`src/rtl/mpd_pkg.sv`:
```
package mpd_pkg;
  parameter int ADDR_W     = 22;
  parameter int NARROW_W   = 18;
  parameter int OFFS_W     = 16;
  parameter int BANK_SEL_W = 2;
  parameter int MAX_BANKS  = 1 << BANK_SEL_W;
  parameter int CTL_BIT    = OFFS_W - 1;
  parameter int SPAN_W     = ADDR_W + 2;

  typedef enum logic [1:0] {
    PM_OFF    = 2'd0,
    PM_NARROW = 2'd1,
    PM_WIDE   = 2'd2,
    PM_OFF_X  = 2'd3
  } portMode_e;

  typedef enum logic [1:0] {
    IL_NONE = 2'd0,
    IL_TWO  = 2'd1,
    IL_FOUR = 2'd2,
    IL_RSVD = 2'd3
  } ilvMode_e;

  // Strobes from the configuration control to the per-port datapath
  typedef struct packed {
    logic              cfgOk;
    logic              swapCtl;
    logic              unitSplit;
    logic [SPAN_W-1:0] spanWords;
  } decStrobe_t;
endpackage

```
`src/rtl/mpd_ctrl.sv`:
```
module mpd_ctrl
  import mpd_pkg::*;
(
  input  logic [1:0]  bankCount,
  input  logic [1:0]  ilvMode,
  output decStrobe_t  strobes
);
  logic [BANK_SEL_W:0] bankLimit;
  logic [SPAN_W-1:0]   unitSpan;

  always_comb begin
    strobes.cfgOk = 1'b1;
    case (bankCount)
      2'd0:    bankLimit = (BANK_SEL_W+1)'(1);
      2'd1:    bankLimit = (BANK_SEL_W+1)'(2);
      2'd2:    bankLimit = (BANK_SEL_W+1)'(MAX_BANKS);
      default: begin
        bankLimit     = '0;
        strobes.cfgOk = 1'b0;
      end
    endcase
    unitSpan          = SPAN_W'(bankLimit) << OFFS_W;
    strobes.unitSplit = (ilvMode == IL_FOUR);
    strobes.swapCtl   = (ilvMode == IL_TWO) || (ilvMode == IL_FOUR);
    strobes.spanWords = strobes.unitSplit ? (unitSpan << 1) : unitSpan;
  end
endmodule

```
`src/rtl/mpd_parity.sv`:
```
module mpd_parity #(
  parameter int NUM_PORTS = 8,
  parameter int DATA_W    = 36
) (
  input  logic [NUM_PORTS-1:0][DATA_W-1:0] wrData,
  output logic [NUM_PORTS-1:0]             wrParity,
  input  logic [NUM_PORTS-1:0]             rdValid,
  input  logic [NUM_PORTS-1:0][DATA_W-1:0] rdData,
  input  logic [NUM_PORTS-1:0]             rdParity,
  output logic [NUM_PORTS-1:0]             rdParErr
);
  for (genvar p = 0; p < NUM_PORTS; p++) begin : g_par
    always_comb begin
      wrParity[p] = ~(^wrData[p]);
      rdParErr[p] = rdValid[p] & ~(^{rdData[p], rdParity[p]});
    end
  end
endmodule

```
`src/rtl/mpd_datapath.sv`:
```
module mpd_datapath
  import mpd_pkg::*;
#(
  parameter int NUM_PORTS = 8
) (
  input  logic                                  clk,
  input  logic                                  rstN,
  input  decStrobe_t                            strobes,
  input  logic [ADDR_W-1:0]                     baseAddr,
  input  logic [MAX_BANKS-1:0]                  bankEn,
  input  logic                                  unitId,
  input  logic [NUM_PORTS-1:0]                  reqValid,
  input  logic [NUM_PORTS-1:0][1:0]             reqMode,
  input  logic [NUM_PORTS-1:0][ADDR_W-1:0]      reqAddr,
  output logic [NUM_PORTS-1:0]                  selHit,
  output logic [NUM_PORTS-1:0]                  selCtl,
  output logic [NUM_PORTS-1:0][BANK_SEL_W-1:0]  selBank,
  output logic [NUM_PORTS-1:0][OFFS_W-1:0]      selOffset
);
  localparam int HI_W = ADDR_W - OFFS_W - BANK_SEL_W;

  for (genvar p = 0; p < NUM_PORTS; p++) begin : g_port
    logic [ADDR_W-1:0]     effAddr, localAddr, packedAddr, swapped;
    logic [BANK_SEL_W-1:0] bankIdx;
    logic                  modeOk, aboveBase, inSpan, unitOk, bankOk, hitNext;

    always_comb begin
      modeOk    = (reqMode[p] == PM_NARROW) || (reqMode[p] == PM_WIDE);
      effAddr   = (reqMode[p] == PM_NARROW)
                ? {{(ADDR_W-NARROW_W){1'b0}}, reqAddr[p][NARROW_W-1:0]}
                : reqAddr[p];
      aboveBase = (effAddr >= baseAddr);
      localAddr = effAddr - baseAddr;
      inSpan    = ({2'b00, localAddr} < strobes.spanWords);
      unitOk    = !strobes.unitSplit || (localAddr[1] == unitId);
      packedAddr = strobes.unitSplit
                 ? {1'b0, localAddr[ADDR_W-1:2], localAddr[0]}
                 : localAddr;
      swapped = packedAddr;
      if (strobes.swapCtl) begin
        swapped[CTL_BIT] = packedAddr[0];
        swapped[0]       = packedAddr[CTL_BIT];
      end
      bankIdx = swapped[OFFS_W +: BANK_SEL_W];
      bankOk  = bankEn[bankIdx] && (swapped[ADDR_W-1 -: HI_W] == '0);
      hitNext = reqValid[p] && modeOk && strobes.cfgOk && aboveBase
             && inSpan && unitOk && bankOk;
    end

    always_ff @(posedge clk) begin
      if (!rstN) begin
        selHit[p]    <= 1'b0;
        selCtl[p]    <= 1'b0;
        selBank[p]   <= '0;
        selOffset[p] <= '0;
      end else begin
        selHit[p]    <= hitNext;
        selCtl[p]    <= hitNext & swapped[CTL_BIT];
        selBank[p]   <= hitNext ? bankIdx : '0;
        selOffset[p] <= hitNext ? swapped[OFFS_W-1:0] : '0;
      end
    end
  end
endmodule

```
`src/rtl/mem_port_decoder.sv`:
```
module mem_port_decoder
  import mpd_pkg::*;
#(
  parameter int NUM_PORTS = 8,
  parameter int DATA_W    = 36
) (
  input  logic                                  clk,
  input  logic                                  rstN,
  input  logic [ADDR_W-1:0]                     baseAddr,
  input  logic [1:0]                            bankCount,
  input  logic [MAX_BANKS-1:0]                  bankEn,
  input  logic [1:0]                            ilvMode,
  input  logic                                  unitId,
  input  logic [NUM_PORTS-1:0]                  reqValid,
  input  logic [NUM_PORTS-1:0][1:0]             reqMode,
  input  logic [NUM_PORTS-1:0][ADDR_W-1:0]      reqAddr,
  output logic [NUM_PORTS-1:0]                  selHit,
  output logic [NUM_PORTS-1:0]                  selCtl,
  output logic [NUM_PORTS-1:0][BANK_SEL_W-1:0]  selBank,
  output logic [NUM_PORTS-1:0][OFFS_W-1:0]      selOffset,
  input  logic [NUM_PORTS-1:0][DATA_W-1:0]      wrData,
  output logic [NUM_PORTS-1:0]                  wrParity,
  input  logic [NUM_PORTS-1:0]                  rdValid,
  input  logic [NUM_PORTS-1:0][DATA_W-1:0]      rdData,
  input  logic [NUM_PORTS-1:0]                  rdParity,
  output logic [NUM_PORTS-1:0]                  rdParErr
);
  decStrobe_t strobes;

  mpd_ctrl u_ctrl (
    .bankCount (bankCount),
    .ilvMode   (ilvMode),
    .strobes   (strobes)
  );

  mpd_datapath #(.NUM_PORTS(NUM_PORTS)) u_dp (
    .clk       (clk),
    .rstN      (rstN),
    .strobes   (strobes),
    .baseAddr  (baseAddr),
    .bankEn    (bankEn),
    .unitId    (unitId),
    .reqValid  (reqValid),
    .reqMode   (reqMode),
    .reqAddr   (reqAddr),
    .selHit    (selHit),
    .selCtl    (selCtl),
    .selBank   (selBank),
    .selOffset (selOffset)
  );

  mpd_parity #(.NUM_PORTS(NUM_PORTS), .DATA_W(DATA_W)) u_par (
    .wrData   (wrData),
    .wrParity (wrParity),
    .rdValid  (rdValid),
    .rdData   (rdData),
    .rdParity (rdParity),
    .rdParErr (rdParErr)
  );
endmodule

```
`config.mk`:
```
export PLATFORM = sky130hd
export DESIGN_NAME = mem_port_decoder
export DESIGN_NICKNAME = d
export VERILOG_FILES = /design/src/rtl/mpd_pkg.sv /design/src/rtl/mpd_ctrl.sv /design/src/rtl/mpd_parity.sv /design/src/rtl/mpd_datapath.sv /design/src/rtl/mem_port_decoder.sv
export SDC_FILE = /design/constraint.sdc
export NUM_CORES = 1
export LEC_CHECK = 0
export BUFFER_PORTS_ARGS = -buffer_cell sky130_fd_sc_hd__buf_2
export CAP_MARGIN = 20
export CORE_AREA = 2 2 386 388
export CTS_CLUSTER_DIAMETER = 80
export DETAILED_ROUTE_END_ITERATION = 8
export DIE_AREA = 0 0 388 390
export SLEW_MARGIN = 20
export SYNTH_ARGS = -nofsm -noshare
export SYNTH_HDL_FRONTEND = slang
export SYNTH_SLANG_ARGS = --single-unit
```
`constraint.sdc`:
```
create_clock -name clk -period 8.2 [get_ports clk]
set_input_delay 0.41 -clock clk [delete_from_list [all_inputs] [get_ports clk]]
set_output_delay 0.41 -clock clk [all_outputs]
set_load 0.03 [all_outputs]
```
Yosys cells after proc, flatten, opt, wreduce, memory -nomap -nowiden

Index checks and enable logic that the tools add are counted.

Flip-flop bits (word level): 160
Input port bits: 825
Output and inout bits: 176
Word-level logic and storage cells: 283

$add $sub $neg: 8
Magnitude comparators: 24
Eq/ne operators: 28
Mux-type cells: 51
Bitwise gates (word level): 32
Reduce and logical (&&, ||, !) cells: 108

Operators with widths:

| operator             | number |
|---|---|
| $mux W22             | 16 |
| $reduce_xor A37 Y1   | 8 |
| $reduce_xor A36 Y1   | 8 |
| $ge A22 B22 Y1       | 8 |
| $lt A22 B20 Y1       | 8 |
| $sub A22 B22 Y22     | 8 |
| $logic_and A1 B1 Y1  | 56 |
| $logic_not A4 Y1     | 8 |
| $mux W1              | 25 |
| $lt A2 B3 Y1 const B | 8 |
| $eq A2 B1 Y1 const B | 10 |
| $eq A2 B2 Y1 const B | 10 |
| $mux W20             | 1 |
| $logic_or A1 B1 Y1   | 17 |
| $and A1 B1 Y1        | 16 |
| $bmux W1 S2          | 8 |
| $not A1 Y1           | 16 |
| $reduce_and A2 Y1    | 8 |
| $pmux W3 S3          | 1 |
| $eq A1 B1 Y1         | 8 |
| $reduce_or A3 Y1     | 1 |
| $logic_not A2 Y1     | 1 |
| $logic_not A1 Y1     | 1 |

Longest topological paths before layout

Depth in word-level cells: 9
Depth in mapped cells: 22
Depth with buffers taken out: 18

Cells and area by module

From an unflattened synthesis, not the netlist that was laid out.

Cell total of the unflattened synthesis: 3,062
Area total of the unflattened synthesis: 25,134.1 um^2

Modules (own cells, without submodules):

| module       | times used | cells an instance | area an instance (um^2) | sequential area each (um^2) |
|---|---|---|---|---|
| mpd_datapath | 1          | 2,476             | 19,605.1                | 3,203.1 |
| mpd_parity   | 1          | 552               | 5,295.1                 | 0.0 |
| mpd_ctrl     | 1          | 34                | 234.0                   | 0.0 |

Worst setup path before layout

No wires, ideal clock.

Path kind: in2reg
From: in ilvMode[0]
To: reg u_dp.selCtl[7]
Library setup time: 0.115 ns
Data arrival time: 5.139 ns
Data required time: 8.085 ns
Slack: 2.947 ns
Stages: 19
Buffers on the path: 8
Cells stage by stage: inv_1 > ha_1 > clkbuf_1 > buf_1 > clkbuf_1 > clkbuf_1 > clkbuf_1 > clkbuf_1 > buf_1 > nand3b_1 > ha_1 > a211oi_1 > nand3_1 > a221oi_1 > or4b_1 > a221oi_1 > o2111ai_1 > buf_2 > a2111oi_0

Word-level cells in the longest chain between the ends: 7
Elaborated cells between the ends (all ways): 17
Those cells by class: order compare (1); eq/ne (2); mux (5); bitwise (1); reduce/logical (8)

RTL lines:

| element                                        | line                                   | text |
|---|---|---|
| start, declared                                | mem_port_decoder.sv:12                 | `input logic [1:0] ilvMode,` |
| $eq A2 B2 Y1                                   | mpd_ctrl.sv:23, mpd_ctrl.sv:24         |  |
| $mux W20 or $mux W22 (tied branches)           | mpd_ctrl.sv:25, mpd_datapath.sv:37     |  |
| $lt A22 B20 Y1 or $bmux W1 S2 (tied branches)  | mpd_datapath.sv:34, mpd_datapath.sv:45 |  |
| $logic_and A1 B1 Y1 or $mux W1 (tied branches) | mpd_datapath.sv:47, mpd_datapath.sv:45 |  |
| $logic_and A1 B1 Y1, on equally long branches  | mpd_datapath.sv:47, mpd_datapath.sv:45 |  |
| $logic_and A1 B1 Y1                            | mpd_datapath.sv:47                     | `&& inSpan && unitOk && bankOk;` |
| $and A1 B1 Y1 *                                | mpd_datapath.sv:58                     | `selCtl[p] <= hitNext & swapped[CTL_BIT];` |
| end signal, assigned by index                  | mpd_datapath.sv:58                     |  |
| end, declared                                  | mpd_datapath.sv:16                     | `output logic [NUM_PORTS-1:0] selCtl,` |

Every way passes the cells marked *; elsewhere a longest branch is shown, timed or not. The select of a mux whose other input is x is not followed.
A chain may end at the register's enable or synchronous reset.

Final worst setup path

From: in baseAddr[11]
To: reg u_dp.selCtl[7]

Word-level cells in the longest chain between the ends: 7
Elaborated cells between the ends (all ways): 14
Those cells by class: add/sub (1); order compare (2); mux (4); bitwise (1); reduce/logical (6)

RTL lines:

| element                                                  | line                  | text |
|---|---|---|
| start, declared                                          | mem_port_decoder.sv:9 | `input logic [ADDR_W-1:0] baseAddr,` |
| branches (longest 6 deep; another with $sub A22 B22 Y22) | -                     |  |
| $and A1 B1 Y1 *                                          | mpd_datapath.sv:58    |  |

Mark *: on every way between the ends. The select of a mux whose other input is x is not followed.

==> Flow_metrics.wiki <==
{| class="wikitable"
! Metric !! Value
|-
| Wire length reported by the detailed router || 136000 um
|-
| Residual antenna-violating net count after detailed routing || 0
|-
| Worst slew margin relative to its limit || 26.7%
|-
| Mean routed wirelength per cell || 23.6 um
|-
| Fin. max-slew vios || 0
|-
| Start point of the critical path || baseAddr[11]
|-
| Area delta synth->final || 35.8%
|-
| Cell taking the most area after synthesis || sky130_fd_sc_hd__xnor2_1
|-
| Launching element type of the critical path || primary input
|-
| Final Wtd Congestion || 0.941
|-
| # rows || 141
|-
| H-tree depth || 4
|-
| Shortest clock period the worst path allows after layout || 5.32 ns
|-
| Unrepaired setup endpoints after global routing || no
|-
| Class of the worst hold path || primary input to register
|-
| Number of nets at the end of the flow || 4825
|-
| Data arrival time of the critical path || 5.69 ns
|-
| Aggregate global-route resource usage || 17.1%
|-
| Number of global-route vias before repair || 24.3k
|-
| Net Switching || 2.40 mW
|-
| Die Area || 151000 sq um
|-
| Number of buffers inserted for hold repair after clock tree synthesis || 0
|-
| Setup bufs post-CTS || 0
|-
| Part of the total power dissipated in the clock network || 18.6%
|-
| Ratio of final minimum period to clock period || 64.9%
|-
| Drc violations || 0
|-
| Required arrival time at the worst endpoint || 8.57 ns
|-
| Outcome || completed
|-
| Avg Inst Size Synth || 7.88 sq um
|-
| PnR worst setup slack || 2.88 ns
|-
| Share of synthesized area occupied by flip-flops and latches || 14.3%
|-
| CTS tree || built
|-
| Yosys warns || 0
|-
| Clock transition time at the flip-flop clock pins of the worst setup and hold paths || 0.08 ns
|-
| Sequential fraction of design power || 16.0%
|-
| Type of element capturing the critical path || register
|-
| Number of endpoints with negative hold slack in the final report || 0
|-
| Synth async-reset ratio || 0%
|-
| Standard cell with the maximum stage delay on the critical path || sky130_fd_sc_hd__inv_1
|-
| Total congestion overflow after global routing || 0
|-
| Port-buffer cells || 1000
|-
| Number of max-cap violations || 0
|-
| Number of vias per cell after detailed routing || 4.44
|-
| Clock sink total || 160
|-
| TritonCTS buffer count || 17
|-
| Layout cell share with drive strength beyond 1 || 29.8%
|-
| Setup total negative slack || 0 ns
|-
| Post-placement worst setup slack || 2.46 ns
|-
| Crit Path Class || primary input to register
|-
| Antenna violations before repair || 104
|-
| Synth top area share || 22.5%
|-
| Crit-path cells || buf_2 > inv_1 > ha_1 > a21oi_1 > o21ai_0 > a21oi_1 > o41ai_1 > a311oi_1 > xor2_1 > inv_1 > ha_1 > a211oi_1 > nand3_1 > a221oi_1 > or4b_1 > a221oi_1 > o2111ai_1 > buf_4 > a2111oi_0
|-
| Effective utilization at floorplan || 15.2%
|-
| Largest net degree at the start of global routing || 84
|-
| Worst setup path endpoint || u_dp.selCtl[7]$_SDFF_PN0_
|-
| Drt first pass iters || 5
|-
| Cell count after synthesis || 2842
|-
| I/O pin cnt || 1001
|-
| Count of distinct cell types in the synthesized netlist || 89
|-
| FF+latch count, synth || 160
|-
| Min-delay src || reqAddr[154]
|-
| Quantity of gates resized following cts || 0
|-
| Slowest Stage Delay on Critical Path || 0.73 ns
|-
| IR Drop Worst-Case VDD || 0.163 mV
|-
| Power share of the combinational group || 65.4%
|-
| Cell depth of the worst hold path || 4
|-
| Maximum number of buffers from clock root to sink || 2
|-
| Total of endpoints with negative setup slack in the final report || 0
|-
| P_int || 2.46 mW
|-
| Largest driver fanout on the critical path || 20
|-
| First-pass GRT wire length || 182000 um
|-
| Library cell used as clock root buffer || sky130_fd_sc_hd__clkbuf_16
|-
| Detailed placement HPWL || 118000 um
|-
| Die boundary width || 388 um
|-
| Least-Margin Pin Slew || 1.10 ns
|-
| Most frequent cells in the layout || 1000 x sky130_fd_sc_hd__buf_2, 573 x sky130_fd_sc_hd__xnor2_1, 203 x sky130_fd_sc_hd__nor2_1
|-
| Most common cell after layout, fill and taps aside || sky130_fd_sc_hd__buf_2
|-
| Commonest register cell after synthesis || sky130_fd_sc_hd__dfxtp_1
|-
| Vias post-DR || 25.6k
|-
| Vertical die dimension || 390 um
|-
| 1st-iter DRT viols || 2047
|-
| Synth top area cells || sky130_fd_sc_hd__xnor2_1 22%, sky130_fd_sc_hd__dfxtp_1 14%, sky130_fd_sc_hd__ha_1 11%, sky130_fd_sc_hd__xor2_1 5.0%, sky130_fd_sc_hd__a21oi_1 4.3%
|-
| Leakage power figure || 13.4 nW
|-
| Synth Net Count || 3877
|-
| Sw Share || 49.4%
|-
| Core region area || 147000 sq um
|-
| Pwr dens || 160 nW/um^2
|-
| Post-synthesis cell area || 22400 sq um
|-
| Fmax || 188 MHz
|-
| Number of flops mapped to enable cells by yosys || 0
|}
==> power groups by stage <==
stage                     Sequential, mW  Combinational (mW)  Clock, mW
after floorplan                    0.798                2.04          0
after global placement             0.796                3.21          0
after detailed placement           0.796                3.23          0
after CTS                          0.778                3.24      0.923
after global routing               0.778                3.46      0.948
final                              0.778                3.18      0.904
==> per-stage QoR <==
stage	instance area [sq um]	hold WS [ns]	total power, mW	utilization [%]	std cells
6_report	30400	0.403	4.86	20.7	5761
2_1_floorplan	22400	0.667	2.83	-	2842
5_1_grt	30400	0.400	5.19	20.6	5749
4_1_cts	30300	0.367	4.94	20.6	5733
3_3_place_gp	29700	0.848	4.01	20.2	5701
3_5_place_dp	29700	0.849	4.02	20.2	5701
==> synth_stat cells, drive strengths merged, types with 29 or more instances <==
cell type,instances
xnor2,575
nor2,203
ha,202
a21oi,193
nand2,175
dfxtp,160
o21ai,128
xor2,128
nor3,109
inv,98
mux2i,91
clkbuf,86
nor2b,56
nand3,48
a21o,44
a211oi,40
nor4,34
o21a,32
nand4,29
==> flip-flops by register name (all words and copies together), names as in the netlist <==
register,flops
u_dp.selOffset,128
u_dp.selBank,16
u_dp.selCtl,8
u_dp.selHit,8
==> final cells by class <==
class / count / area [sq um]
fillers: 16600 / 117000
multi-input cells: 2480 / 18400
repair buffers: 1032 / 5250
flip-flops and latches: 160 / 3200
well taps: 1930 / 2410
clock buffers: 17 / 425
inverters: 99 / 377
clock inverters: 15 / 215
diodes: 28 / 70.1
==> routing by layer <==
layer	GRT usage, %	routed length [um]
met5	0	376
met4	5.29	4930
met3	5.51	12900
met2	29.2	64500
met1	20.2	53600
==> critical path: cells and delay by family <==
family	cells	cell delay [ns]
compound gates	10	2.61
buf+inv	4	1.14
xor+xnor	1	0.23
fa+ha+maj	2	0.72
simple gates	2	0.57
==> cells by family (layout without fill, tap and decap cells) <==
group,count (synthesis),after routing,synth area share (%)
buf+inv,202,1163,3.53
mux,110,110,5.02
compound gates,657,657,19.7
simple gates,800,800,18.0
xor+xnor,703,703,27.5
flops,160,160,14.3
fa+ha+maj,210,210,12.0
other cells,0,28,0
==> worst min path at each step <==
stage / to / slack [ns]
floorplan: u_dp.selOffset[96]$_SDFF_PN0_ / 0.67
global placement: selOffset[121] / 0.85
detailed placement: selOffset[77] / 0.85
CTS: u_dp.selOffset[112]$_SDFF_PN0_ / 0.37
global route: u_dp.selOffset[112]$_SDFF_PN0_ / 0.40
finish: u_dp.selOffset[112]$_SDFF_PN0_ / 0.40
Note: power is estimated with default switching activity, not from simulation.
